**config.mk**
```make
export PLATFORM = sky130hd
export DESIGN_NAME = dpwm_top
export DESIGN_NICKNAME = d
export VERILOG_FILES = /design/src/rtl/dpwm_pkg.sv /design/src/rtl/dpwm_period_ctr.sv /design/src/rtl/dpwm_dither.sv /design/src/rtl/dpwm_out_stage.sv /design/src/rtl/dpwm_top.sv
export SDC_FILE = /design/constraint.sdc
export NUM_CORES = 1
export LEC_CHECK = 0
export BUFFER_PORTS_ARGS = -buffer_cell sky130_fd_sc_hd__buf_4
export CORE_MARGIN = 2
export CORE_UTILIZATION = 30
export CTS_CLUSTER_DIAMETER = 200
export DETAILED_ROUTE_END_ITERATION = 8
export GPL_ROUTABILITY_DRIVEN = 0
export PLACE_DENSITY = 0.46
export SLEW_MARGIN = 10
export SYNTH_ARGS = -nofsm -noshare
export SYNTH_HDL_FRONTEND = slang
export SYNTH_HIERARCHICAL = 1
export SYNTH_SLANG_ARGS = --single-unit
```
**constraint.sdc**
```tcl
create_clock -name clk -period 5.2 [get_ports clk]
set_input_delay 0 -clock clk [delete_from_list [all_inputs] [get_ports clk]]
set_output_delay 0 -clock clk [all_outputs]
set_load 0.03 [all_outputs]
```
**src/rtl/dpwm_pkg.sv**
```systemverilog
package dpwm_pkg;
  // default geometry of the generator
  localparam int unsigned DPWM_CNT_W    = 8;   // period = 2**CNT_W clocks
  localparam int unsigned DPWM_LVL_W    = 16;  // level = width byte + fraction byte
  localparam int unsigned DPWM_RAMP_LEN = 16;  // periods per ramp step
  localparam int unsigned DPWM_RAMP_INC = 16;  // ramp step added to the level
endpackage

```
**src/rtl/dpwm_period_ctr.sv**
```systemverilog
module dpwm_period_ctr #(
  parameter int unsigned CNT_W = dpwm_pkg::DPWM_CNT_W
) (
  input  logic             clk,
  input  logic             rst,
  output logic [CNT_W-1:0] cnt_o,
  output logic             start_o,
  output logic             last_o
);
  logic [CNT_W-1:0] cnt_q;

  always_ff @(posedge clk) begin
    if (rst) cnt_q <= '0;
    else     cnt_q <= cnt_q + 1'b1;
  end

  assign cnt_o   = cnt_q;
  assign start_o = (cnt_q == '0);
  assign last_o  = (cnt_q == '1);


  strobe_single_chk: assert property (@(posedge clk) disable iff (rst)
    start_o |=> !start_o);

  period_wrap_chk: assert property (@(posedge clk) disable iff (rst)
    last_o |=> start_o);
endmodule

```
**src/rtl/dpwm_dither.sv**
```systemverilog
module dpwm_dither #(
  parameter int unsigned CNT_W    = dpwm_pkg::DPWM_CNT_W,
  parameter int unsigned LVL_W    = dpwm_pkg::DPWM_LVL_W,
  parameter int unsigned RAMP_LEN = dpwm_pkg::DPWM_RAMP_LEN,
  parameter int unsigned RAMP_INC = dpwm_pkg::DPWM_RAMP_INC
) (
  input  logic             clk,
  input  logic             rst,
  input  logic             strobe_i,
  input  logic [LVL_W-1:0] level_i,
  input  logic             ramp_i,
  output logic [CNT_W-1:0] nxt_w_o,
  output logic             nxt_full_o
);
  localparam int unsigned FRAC_W = LVL_W - CNT_W;
  localparam int unsigned GRP_W  = (RAMP_LEN > 1) ? $clog2(RAMP_LEN) : 1;
  localparam logic [GRP_W-1:0] GRP_LAST = GRP_W'(RAMP_LEN - 1);
  localparam logic [LVL_W-1:0] STEP     = LVL_W'(RAMP_INC);

  logic [FRAC_W-1:0] acc_q;
  logic [LVL_W-1:0]  lvl_q;
  logic [GRP_W-1:0]  grp_q;
  logic [CNT_W-1:0]  nxt_w_q;
  logic              nxt_full_q;

  logic [LVL_W-1:0]  src;
  logic [FRAC_W:0]   frac_sum;
  logic              carry;
  logic [CNT_W:0]    base_inc;
  logic              ramp_wrap;

  // level source: live input, or the self-stepping copy in ramp mode
  assign src       = ramp_i ? lvl_q : level_i;
  assign frac_sum  = {1'b0, acc_q} + {1'b0, src[FRAC_W-1:0]};
  assign carry     = frac_sum[FRAC_W];
  assign base_inc  = {1'b0, src[LVL_W-1:FRAC_W]} + {{CNT_W{1'b0}}, carry};
  assign ramp_wrap = ramp_i && (grp_q == GRP_LAST);

  always_ff @(posedge clk) begin
    if (rst) begin
      acc_q      <= '0;
      lvl_q      <= '0;
      grp_q      <= '0;
      nxt_w_q    <= '0;
      nxt_full_q <= 1'b0;
    end else if (strobe_i) begin
      acc_q      <= frac_sum[FRAC_W-1:0];
      nxt_w_q    <= base_inc[CNT_W-1:0];
      nxt_full_q <= base_inc[CNT_W];
      lvl_q      <= ramp_wrap ? src + STEP : src;
      if (!ramp_i || ramp_wrap) grp_q <= '0;
      else                      grp_q <= grp_q + 1'b1;
    end
  end

  assign nxt_w_o    = nxt_w_q;
  assign nxt_full_o = nxt_full_q;


  acc_hold_chk: assert property (@(posedge clk) disable iff (rst)
    !strobe_i |=> $stable(acc_q));

  zero_frac_exact_chk: assert property (@(posedge clk) disable iff (rst)
    (strobe_i && !ramp_i && (level_i[FRAC_W-1:0] == '0)) |=>
      (nxt_w_q == $past(level_i[LVL_W-1:FRAC_W])) && !nxt_full_q);

  ramp_hold_chk: assert property (@(posedge clk) disable iff (rst)
    (strobe_i && ramp_i && (grp_q != GRP_LAST)) |=> (lvl_q == $past(lvl_q)));
endmodule

```
**src/rtl/dpwm_out_stage.sv**
```systemverilog
module dpwm_out_stage #(
  parameter int unsigned CNT_W = dpwm_pkg::DPWM_CNT_W
) (
  input  logic             clk,
  input  logic             rst,
  input  logic [CNT_W-1:0] cnt_i,
  input  logic             load_i,
  input  logic [CNT_W-1:0] nxt_w_i,
  input  logic             nxt_full_i,
  output logic [CNT_W-1:0] width_o,
  output logic             full_o,
  output logic             pwm_o
);
  logic [CNT_W-1:0] width_q;
  logic             full_q;

  // second buffer stage: copied only on the last clock of a period
  always_ff @(posedge clk) begin
    if (rst) begin
      width_q <= '0;
      full_q  <= 1'b0;
    end else if (load_i) begin
      width_q <= nxt_w_i;
      full_q  <= nxt_full_i;
    end
  end

  assign pwm_o   = full_q | (cnt_i < width_q);
  assign width_o = width_q;
  assign full_o  = full_q;


  width_steady_chk: assert property (@(posedge clk) disable iff (rst)
    (cnt_i != '0) |-> ($stable(width_q) && $stable(full_q)));

  rise_at_start_chk: assert property (@(posedge clk) disable iff (rst)
    (pwm_o && (cnt_i != '0)) |-> $past(pwm_o));
endmodule

```
**src/rtl/dpwm_top.sv**
```systemverilog
module dpwm_top #(
  parameter int unsigned CNT_W    = dpwm_pkg::DPWM_CNT_W,
  parameter int unsigned LVL_W    = dpwm_pkg::DPWM_LVL_W,
  parameter int unsigned RAMP_LEN = dpwm_pkg::DPWM_RAMP_LEN,
  parameter int unsigned RAMP_INC = dpwm_pkg::DPWM_RAMP_INC
) (
  input  logic             clk,
  input  logic             rst,
  input  logic [LVL_W-1:0] level_in,
  input  logic             ramp_en,
  output logic             pwm_out,
  output logic             period_start,
  output logic [CNT_W-1:0] width_now,
  output logic             full_now
);
  logic [CNT_W-1:0] cnt;
  logic             start;
  logic             last;
  logic [CNT_W-1:0] nxt_w;
  logic             nxt_full;

  dpwm_period_ctr #(.CNT_W(CNT_W)) ctr_i (
    .clk(clk), .rst(rst), .cnt_o(cnt), .start_o(start), .last_o(last)
  );

  dpwm_dither #(
    .CNT_W(CNT_W), .LVL_W(LVL_W), .RAMP_LEN(RAMP_LEN), .RAMP_INC(RAMP_INC)
  ) dith_i (
    .clk(clk), .rst(rst), .strobe_i(start), .level_i(level_in),
    .ramp_i(ramp_en), .nxt_w_o(nxt_w), .nxt_full_o(nxt_full)
  );

  dpwm_out_stage #(.CNT_W(CNT_W)) out_i (
    .clk(clk), .rst(rst), .cnt_i(cnt), .load_i(last),
    .nxt_w_i(nxt_w), .nxt_full_i(nxt_full),
    .width_o(width_now), .full_o(full_now), .pwm_o(pwm_out)
  );

  assign period_start = start;


  reset_low_chk: assert property (@(posedge clk)
    rst |=> (!pwm_out && !full_now && (width_now == '0)));
endmodule

```
## After elaboration in Yosys (flattened, before gate mapping)

Index checks and enable logic that the tools add are counted.
Widths: inputs -> output; s select.

- Add/subtract/negate cells: 5
- Multipliers: 0
- Div/mod/pow operators: 0
- Magnitude comparators: 1
- Equality and inequality tests: 2
- Shift-type cells: 0
- Multiplexer cells: 3
- Bitwise logic cells: 1
- Reduce and logical (&&, ||, !) cells: 4

Operator list:

| cell | number |
|---|---|
| $mux 16 | 2 |
| $add 16x5->16 const B | 1 |
| $add 8x1->9 | 1 |
| $add 8x8->9 | 1 |
| $add 8x1->8 const B | 1 |
| $eq 8x8->1 const B | 1 |
| $logic_not 8->1 | 1 |
| $lt 8x8->1 | 1 |
| $add 4x1->4 const B | 1 |
| $eq 4x4->1 const B | 1 |
| $mux 4 | 1 |
| $logic_and 1x1->1 | 1 |
| $logic_not 1->1 | 1 |
| $logic_or 1x1->1 | 1 |
| $or 1x1->1 | 1 |

- Register bits after elaboration: 54
- Bits in latches: 0
- Bits in writable memories: 0
- ROM bits: 0
- Bits of input ports: 19
- Output and inout bits: 11
- Logic and storage cells: 24
- Memories kept: 0

## Depth between registers and ports, before layout

Gate-level depths: netlist (run 1).

- Word-level depth: 4
- Gate-level depth with buffers: 15
- Gate-level depth less buffers: 12

## Hierarchy

Netlist (run 1), hierarchy kept.

By module, submodules not included:

| module | times used | cells an instance | area each (µm²) | sequential area each (µm²) |
|---|---|---|---|---|
| dpwm_dither | 1 | 270 | 2359.8 | 740.7 |
| dpwm_out_stage | 1 | 54 | 489.2 | 180.2 |
| dpwm_period_ctr | 1 | 40 | 355.3 | 160.2 |

## Worst setup path before layout (run 1)

OpenSTA, ideal clock, no wires.

- Path kind: input to register
- Start point: input port ramp_en
- End point: register dith_i.nxt_w_q[6] (netlist: dith_i/nxt_w_o[6])
- Library setup time: 0.071 ns
- Arrival: 3.022 ns
- Required time: 5.129 ns
- Setup slack: 2.107 ns
- Stages: 14
- Buffers on the path: 3
- Path through: buf_6 > buf_4 > buf_2 > mux2_2 > ha_1 > fa_1 > a21o_1 > a211o_1 > a21oi_1 > o21ai_0 > ha_1 > ha_1 > a221o_1 > a21oi_1

- Cells in the longest elaborated chain, start to end: 3

Ends and longest elaborated chain:

| element | line | source |
|---|---|---|
| start: declaration | dpwm_top.sv:10 | `input logic ramp_en,` |
| $mux 16 | dpwm_dither.sv:33 | `assign src = ramp_i ? lvl_q : level_i;` |
| named net dith_i.src[0] | dpwm_dither.sv:26 | `logic [LVL_W-1:0] src;` |
| $add 8x8->9 | dpwm_dither.sv:34 | `assign frac_sum = {1'b0, acc_q} + {1'b0, src[FRAC_W-1:0]};` |
| $add 8x1->9 | dpwm_dither.sv:36 | `assign base_inc = {1'b0, src[LVL_W-1:FRAC_W]} + {{CNT_W{1'b0}}, carry};` |
| end signal: assignment | dpwm_dither.sv:48 | `nxt_w_q <= base_inc[CNT_W-1:0];` |
| end: declaration | dpwm_dither.sv:23 | `logic [CNT_W-1:0] nxt_w_q;` |

The timed path passes the listed nets, and every way through them passes these cells.
A chain may end at the register's enable or synchronous reset.

## Final worst setup path (run 1)

- Start point: register dith_i.lvl_q[0]
- End point: register dith_i.nxt_w_q[6] (netlist: dith_i/nxt_w_o[6])

- Cells in the longest elaborated chain, start to end: 3

Ends and longest elaborated chain:

| element | line | source |
|---|---|---|
| start: declaration | dpwm_dither.sv:21 | `logic [LVL_W-1:0] lvl_q;` |
| start signal: assignment | dpwm_dither.sv:50 | `lvl_q <= ramp_wrap ? src + STEP : src;` |
| $mux 16 | dpwm_dither.sv:33 |  |
| named net dith_i.src[0] | dpwm_dither.sv:26 |  |
| $add 8x8->9 | dpwm_dither.sv:34 |  |
| $add 8x1->9 | dpwm_dither.sv:36 |  |

The timed path passes the listed nets, and every way through them passes these cells.

==> results.cfg, run 1 <==
[outcome]
outcome = complete, no violations

[setup_path]
crit_arrival_ps = 3270
path_class = reg -> reg
startpoint = dith_i/lvl_q[0]$_SDFFE_PP0P_
cp-start-kind = flop
timing.rr.start = dith_i/lvl_q[0]$_SDFFE_PP0P_
r2r_cells = 11
crit_path_max_fanout = 5
cp-end-kind = flop
critPathRequiredTime_ps = 5450

[timing]
grt_setup_unrepaired = no
drv_slew = 0
fin_worst_skew_ps = 9.590
setup_tns_ps = 0
finalHoldViolCount = 0
tightest_slew_ps = 1004
worst_slack_ps = 2174
layout_min_cycle_time_ps = 3026
slew_headroom = 0.3281
period_share = 0.5820
setup_violations = 0
fmax_mhz = 330.5

[power]
ir_worst_vdd_v = 0.0001257
p_per_area_nw_per_um2 = 267.4
p_leak_nw = 1.375

[placement]
dp_slack_ps = 1994
dp_cells = 512
hpwl_mm = 5.376
io_buffer_count = 29

[synthesis]
syn_avg_cell_area_um2 = 8.803
netlist_instances = 364
syn_nets = 405
synth_edf_count = 0
async_reset_ff_frac = 0
synth_cell_types = 64
synth_seq_cells = 54
synth_flop_cell = dfxtp_1
yosys.area_share.simple = 0.2112
synth_warnings = 6
synth_xor_area_frac = 0.02733
synth_top_family_by_area = simple AND/OR/NAND/NOR gates
ys_seq_area_frac = 0.3374
syn_area_um2 = 3204
synth_compound_area_frac = 0.1882
synth_fa_ha_area_frac = 0.08825
synthMuxAreaShare = 0.09996

[floorplan]
rows = 37
die_x_um = 107.4
initial_utilization = 0.3090
die_area_um2 = 11520
io_pins = 30
core-area_um2 = 10370
die_height_um = 107.4

[final_layout]
layout_common_cells = dfxtp_1 (54), nor2_1 (35), buf_4 (31)
drive_above_1_share = 0.1693
fill_cells = 1113
mostFrequentLayoutCell = dfxtp_1
nets = 424
stdcell_count = 520
syn_to_final_growth_pct = 12.92
diodes = 0

[global_route]
antenna_found_initial = 0
grt_pass1_wl_mm = 12.81
grt_pass1_vias = 2556
grt_util_all_layers = 0.1386
overflow = 0
grt_max_degree = 57

[clock_tree]
cts_max_level = 2
clock_sinks = 54
clk_latency_ps = 310
cts_tree = yes
clockBufferDepth = 2
cts_setup_buffers = 0
numCtsBuffers = 5
root_buffer = clkbuf_8
holdBufCountCts = 0
clk_pin_slew_ps = 110
cts_resized = 0

[drt]
totalWireLength_mm = 7.699
final_antenna_net_count = 0
first_pass_iters = 4
drc = 0
first_iter_violations = 79
vias = 2693
routedWlPerCell_um = 14.81
viasPerCell = 5.179

[hold_path]
hp-class = in -> reg
hp-start = level_in[5]
whs_path_depth = 3

[run]
drv_cap = 0
-- cells by family after synthesis --
logic type / count (synthesis)
simple gates: 129
xor+xnor: 10
mux: 30
buf+inv: 36
fa+ha+maj: 22
compound gates: 83
flops: 54
-- final timing paths --
check | slack [ps] | to
setup reg to reg | 2170 | dith_i/nxt_w_o[6]$_SDFFE_PP0P_
hold reg to reg | 470 | dith_i/nxt_full_o$_SDFFE_PP0P_
setup / recovery | 2170 | dith_i/nxt_w_o[6]$_SDFFE_PP0P_
hold / removal | 80 | dith_i/lvl_q[5]$_SDFFE_PP0P_
-- state kept, by name, indices dropped and copies added, names as in the netlist --
register           cells
ctr_i/cnt_o            8
dith_i/lvl_q          16
dith_i/grp_q           4
out_i/full_o           1
dith_i/nxt_w_o         8
out_i/width_o          8
dith_i/nxt_full_o      1
dith_i/acc_q           8
-- worst max-delay path, stage by stage (launching register included) --
cell	delay (ps)
dfxtp_1	320
mux2_2	270
ha_1	230
fa_1	400
a21o_1	220
a211o_1	330
a21oi_1	140
o21ai_0	110
ha_1	220
ha_1	240
a221o_1	320
a21oi_1	150
-- layout make-up --
class                           count  area [um^2]  area share
Timing Repair Buffer               31        232.7     0.06432
Inverter                           17        63.81     0.01763
Clock buffer                        5        68.82     0.01902
Sequential cell                    54         1081      0.2988
Multi-Input combinational cell    274         1977      0.5463
Clock inverter                      3        25.02    0.006916
Tap cell                          136        170.2     0.04703
-- synth_stat cells, types with 8 or more instances --
library cell | instances | share of area
nor2_1 | 35 | 0.041
nand2_1 | 27 | 0.032
nand3_1 | 19 | 0.030
o21ai_0 | 10 | 0.016
ha_1 | 21 | 0.082
mux2i_1 | 16 | 0.050
a21oi_1 | 24 | 0.037
inv_1 | 16 | 0.019
dfxtp_1 | 54 | 0.34
clkbuf_1 | 8 | 0.0094
mux2_2 | 13 | 0.046
nor3_1 | 11 | 0.017
-- stage by stage --
stage               power, mW  cell area [um^2]  hold slack (ps)  utilization
CTS                    0.9817              3618            62.75       0.3489
detailed placement     0.7236              3525            410.0       0.3399
global placement       0.7226              3525            390.9       0.3399
finish                 0.9675              3618            75.07       0.3489
floorplan              0.6592              3204            256.6            -
global route            1.034              3618            96.64       0.3489
-- per-layer routing --
metal	track usage	routed length, um	vias up
li1	-	-	1376
met1	0.1856	3725	1271
met2	0.2274	3675	38
met3	0.02421	213	8
met4	0.04212	85	0
met5	0	0	-
-- where the power goes --
group          total [mW]  internal [mW]  leakage [nW]  switching (mW)
sequential          0.473          0.448         0.441          0.0247
combinational       0.241          0.102         0.889           0.139
clock               0.254         0.0978        0.0447           0.156
total               0.967          0.648          1.38           0.320
Power figures use the tool's default switching activity.
==> run 2, diff against run 1 <==
PLACE_DENSITY = 0.48   (was 0.46)
clock period = 2.76 ns   (was 5.2 ns; I/O delays follow)
==> results.cfg, run 2 (synthesis gave the netlist of run 1 again) <==
[timing]
slew_headroom = 0.5831
layout_min_cycle_time_ps = 2712
setup_violations = 0
finalHoldViolCount = 0
drv_slew = 0
grt_setup_unrepaired = yes
period_share = 0.9828
fin_worst_skew_ps = 8.855
setup_tns_ps = 0
fmax_mhz = 368.7
tightest_slew_ps = 621.6

[drt]
first_iter_violations = 73
drc = 0
final_antenna_net_count = 0
viasPerCell = 5.141
first_pass_iters = 4
totalWireLength_mm = 8.060
routedWlPerCell_um = 15.15
vias = 2735

[setup_path]
cp_slowest_cell = dfxtp_2
critical_path_buf_inv_count = 0
worstPathCellList = mux2_4 -> ha_4 -> fa_2 -> a21o_1 -> a211o_1 -> a21oi_2 -> o21ai_1 -> ha_2 -> ha_4 -> a221o_1 -> a21oi_2
crit_path_max_fanout = 5
cp-start-kind = flop
rrSetupSlack_ps = 50
critPathRequiredTime_ps = 3020
crit_arrival_ps = 2970
max_stage_delay_ps = 330
r2r_cells = 11
path_class = reg -> reg
cp-end-kind = flop
cpLargestDelayFamily = compound AO/OA/AOI/OAI gates
r2r-end = dith_i/nxt_w_o[6]$_SDFFE_PP0P_
crit_path_end = dith_i/nxt_w_o[6]$_SDFFE_PP0P_
timing.rr.start = dith_i/lvl_q[0]$_SDFFE_PP0P_
cp.depth = 11
startpoint = dith_i/lvl_q[0]$_SDFFE_PP0P_

[global_route]
overflow = 0
grt_pass1_wl_mm = 13.66
grt_max_degree = 45
grt_util_all_layers = 0.1474
antenna_found_initial = 0
grt_pass1_vias = 2705

[power]
ir_worst_vdd_v = 0.0001874
p_int_mw = 1.272
clockPowerShare = 0.256
p_leak_nw = 1.443
sequentialPowerShare = 0.478
p_per_area_nw_per_um2 = 494.4
comb_power_share = 0.266
swShare = 0.3203
power_switching_mw = 0.5993

[floorplan]
io_pins = 30
rows = 37
die_x_um = 107.4
die_height_um = 107.4
core-area_um2 = 10370
initial_utilization = 0.3090
die_area_um2 = 11520

[final_layout]
layout_common_cells = dfxtp_1 (53), buf_4 (41), nor2_1 (35)
largest_register = dith_i/lvl_q
postLayoutCellArea_um2 = 3784
syn_to_final_growth_pct = 18.08
diodes = 0
stdcell_count = 532
drive_above_1_share = 0.2096
largest_reg_flops = 16
final_core_util = 0.3649
nets = 436
mostFrequentLayoutCell = dfxtp_1

[clock_tree]
numCtsBuffers = 5
cts_tree = yes
clk_pin_slew_ps = 100
cts_max_level = 2
root_buffer = clkbuf_8
clock_sinks = 54
clk_latency_ps = 320
clockBufferDepth = 2

[placement]
io_buffer_count = 29
dp_cells = 521
placed_area_um2 = 3625
hpwl_mm = 5.765

[hold_path]
hp-class = in -> reg
whs_path_depth = 3

[outcome]
outcome = complete, no violations

[run]
drv_cap = 0
==> run 2: what timing repair did <==
| action | 4_1_cts | 5_1_grt |
|---|---|---|
| hold buffers | 1 | 0 |
| endpoints found under the setup margin | 2 | 4 |
| cloned | 0 | 0 |
| pin swaps | 0 | 6 |
| endpoints found under the hold margin | 8 | 0 |
| setup buffers | 0 | 2 |
| resized for setup | 3 | 6 |
==> run 2: worst min-delay path by stage <==
stage / start / to / slack, ps
after floorplan: rst / dith_i/lvl_q[11]$_SDFFE_PP0P_ / 260
after global placement: rst / dith_i/nxt_w_o[6]$_SDFFE_PP0P_ / 310
after detailed placement: rst / dith_i/grp_q[1]$_SDFFE_PP0P_ / 310
after CTS: level_in[5] / dith_i/lvl_q[5]$_SDFFE_PP0P_ / 50
after global routing: level_in[5] / dith_i/lvl_q[5]$_SDFFE_PP0P_ / 70
final: level_in[5] / dith_i/lvl_q[5]$_SDFFE_PP0P_ / 60
==> run 2: per-stage QoR <==
step                      worst slack, ps  hold WS (ps)  power (mW)
after global placement              19.43         305.8       1.390
after global routing               -48.79         65.93       1.997
after CTS                           12.44         54.65       1.881
after floorplan                    -51.73         256.6       1.247
after detailed placement           -32.53         308.3       1.395
final                               47.60         63.39       1.871
==> run 2: final cells by class <==
type / instances / area (um^2)
Fill cell: 1069 / 6586
Multi-Input combinational cell: 274 / 2038
Sequential cell: 54 / 1082
Timing Repair Buffer: 43 / 337.8
Tap cell: 136 / 170.2
Clock buffer: 7 / 86.33
Inverter: 17 / 63.81
Clock inverter: 1 / 5.005
==> run 2: routing by layer <==
metal,track usage,up-vias,wire (um)
li1,-,1394,-
met1,0.1936,1307,3980
met2,0.2459,28,3792
met3,0.02603,6,197
met4,0.04579,0,89
met5,0,-,0
==> run 2: power by group through the flow <==
stage | clock network [mW] | registers (mW) | logic (mW)
floorplan | 0 | 0.897 | 0.350
global placement | 0 | 0.910 | 0.480
detailed placement | 0 | 0.911 | 0.484
CTS | 0.497 | 0.893 | 0.491
global route | 0.531 | 0.904 | 0.562
finish | 0.478 | 0.894 | 0.498
==> run 2: worst min-delay path, delay by kind of cell <==
kind	cells	cell delay, ps
buffers and inverters	1	110
AO/OA/AOI/OAI	2	220
==> run 3, diff against run 2 <==
CORE_UTILIZATION = 54   (was 30)
PLACE_DENSITY = 0.77   (was 0.48)
==> results.cfg, run 3 (synthesis gave the netlist of run 1 again) <==
[setup_path]
crit_path_max_fanout = 5
critPathRequiredTime_ps = 3010
startpoint = dith_i/lvl_q[0]$_SDFFE_PP0P_
crit_arrival_ps = 2910
cp-end-kind = flop
path_class = reg -> reg
timing.rr.start = dith_i/lvl_q[0]$_SDFFE_PP0P_
cp-start-kind = flop

[outcome]
outcome = complete, no violations

[final_layout]
diodes = 0
mostFrequentLayoutCell = dfxtp_1
postLayoutCellArea_um2 = 3709
largest_register = dith_i/lvl_q
drive_above_1_share = 0.2107
final_core_util = 0.6377
layout_common_cells = dfxtp_1 (53), buf_4 (40), nor2_1 (35)
nets = 434
fill_cells = 514
syn_to_final_growth_pct = 15.74
largest_reg_flops = 16

[drt]
first_pass_iters = 4
vias = 2820
first_iter_violations = 157
final_antenna_net_count = 0
viasPerCell = 6.013
totalWireLength_mm = 7.513
drc = 0
routedWlPerCell_um = 16.02

[timing]
worst_slack_ps = 101.0
hold_slack_ps = 63.97
period_share = 0.9634
fin_worst_skew_ps = 10.64
drv_slew = 0
grt_setup_unrepaired = yes
slew_headroom = 0.6116
finalHoldViolCount = 0
tightest_slew_ps = 579.0
fmax_mhz = 376.1
setup_violations = 0
layout_min_cycle_time_ps = 2659

[power]
power_mw = 1.905
ir_worst_vdd_v = 0.0003706
p_per_area_nw_per_um2 = 513.8
p_leak_nw = 1.444

[placement]
hpwl_mm = 5.421
io_buffer_count = 29
placed_area_um2 = 3556
dp_slack_ps = -8.540

[floorplan]
die_height_um = 81.03
die_x_um = 81.03
die_area_um2 = 6566
initial_utilization = 0.5510
rows = 28
io_pins = 30
core-area_um2 = 5816

[clock_tree]
root_buffer = clkbuf_8
clockBufferDepth = 2
clk_latency_ps = 310
cts_max_level = 2
cts_tree = yes
holdBufCountCts = 0
clk_pin_slew_ps = 100
clock_sinks = 54
numCtsBuffers = 5
cts_setup_buffers = 0

[global_route]
use_met2 = 0.3992
met1_usage = 0.3212
grt_util_all_layers = 0.2464
met3_usage = 0.04889
grt_pass1_vias = 2705
grt.busiest_layer = met2
grt_max_degree = 34
overflow = 0
grt_pass1_wl_mm = 12.85
antenna_found_initial = 0

[hold_path]
hp-class = in -> reg
hp-start = rst

[run]
drv_cap = 0
[run 3: power by group]
part           switching (mW)  internal, mW  total, mW
clock network           0.261         0.254      0.515
registers              0.0502         0.845      0.895
logic                   0.276         0.219      0.495
[run 3: final timing paths]
kind | to | depth (start not counted) | slack (ps)
worst max-delay path | dith_i/nxt_w_o[6]$_SDFFE_PP0P_ | 11 | 100
worst min-delay path | out_i/width_o[6]$_SDFFE_PP0P_ | 2 | 60
worst max register to register | dith_i/nxt_w_o[6]$_SDFFE_PP0P_ | 11 | 100
worst min register to register | dith_i/lvl_q[2]$_SDFFE_PP0P_ | 2 | 490
[run 3: timing repair]
item,in CTS,in global routing
pin swaps,3,6
resized for setup,6,3
gates cloned,0,0
setup endpoints to repair,2,4
[run 3: through the flow]
stage          instances  setup TNS [ps]
2_1_floorplan        364          -56.66
3_3_place_gp         461               0
3_5_place_dp         461          -8.540
4_1_cts              469               0
5_1_grt              469          -35.73
6_report             469               0
[run 3: critical path, cell delays in order (launching register included)]
cell	delay (ps)
dfxtp_2	330
mux2_4	280
ha_4	170
fa_2	330
a21o_1	170
a211o_1	300
a21oi_2	150
o21ai_2	60
ha_2	210
ha_4	180
a221o_1	310
a21oi_1	120
[run 3: metal layers]
layer / up-vias / share of wire / wire length [um]
met4: 0 / 0.024 / 180
met5: - / 0 / 0
met3: 17 / 0.037 / 276
li1: 1395 / - / -
met1: 1351 / 0.45 / 3378
met2: 57 / 0.49 / 3677
[run 3: final cells by class]
cell class	count	area [um^2]	share of cell area
tap	75	93.84	0.02530
multi-input combinational	274	2038	0.5496
sequential	54	1082	0.2918
inverter	17	63.81	0.01721
clock buffer	8	110.1	0.02969
timing repair buffer	41	320.3	0.08637
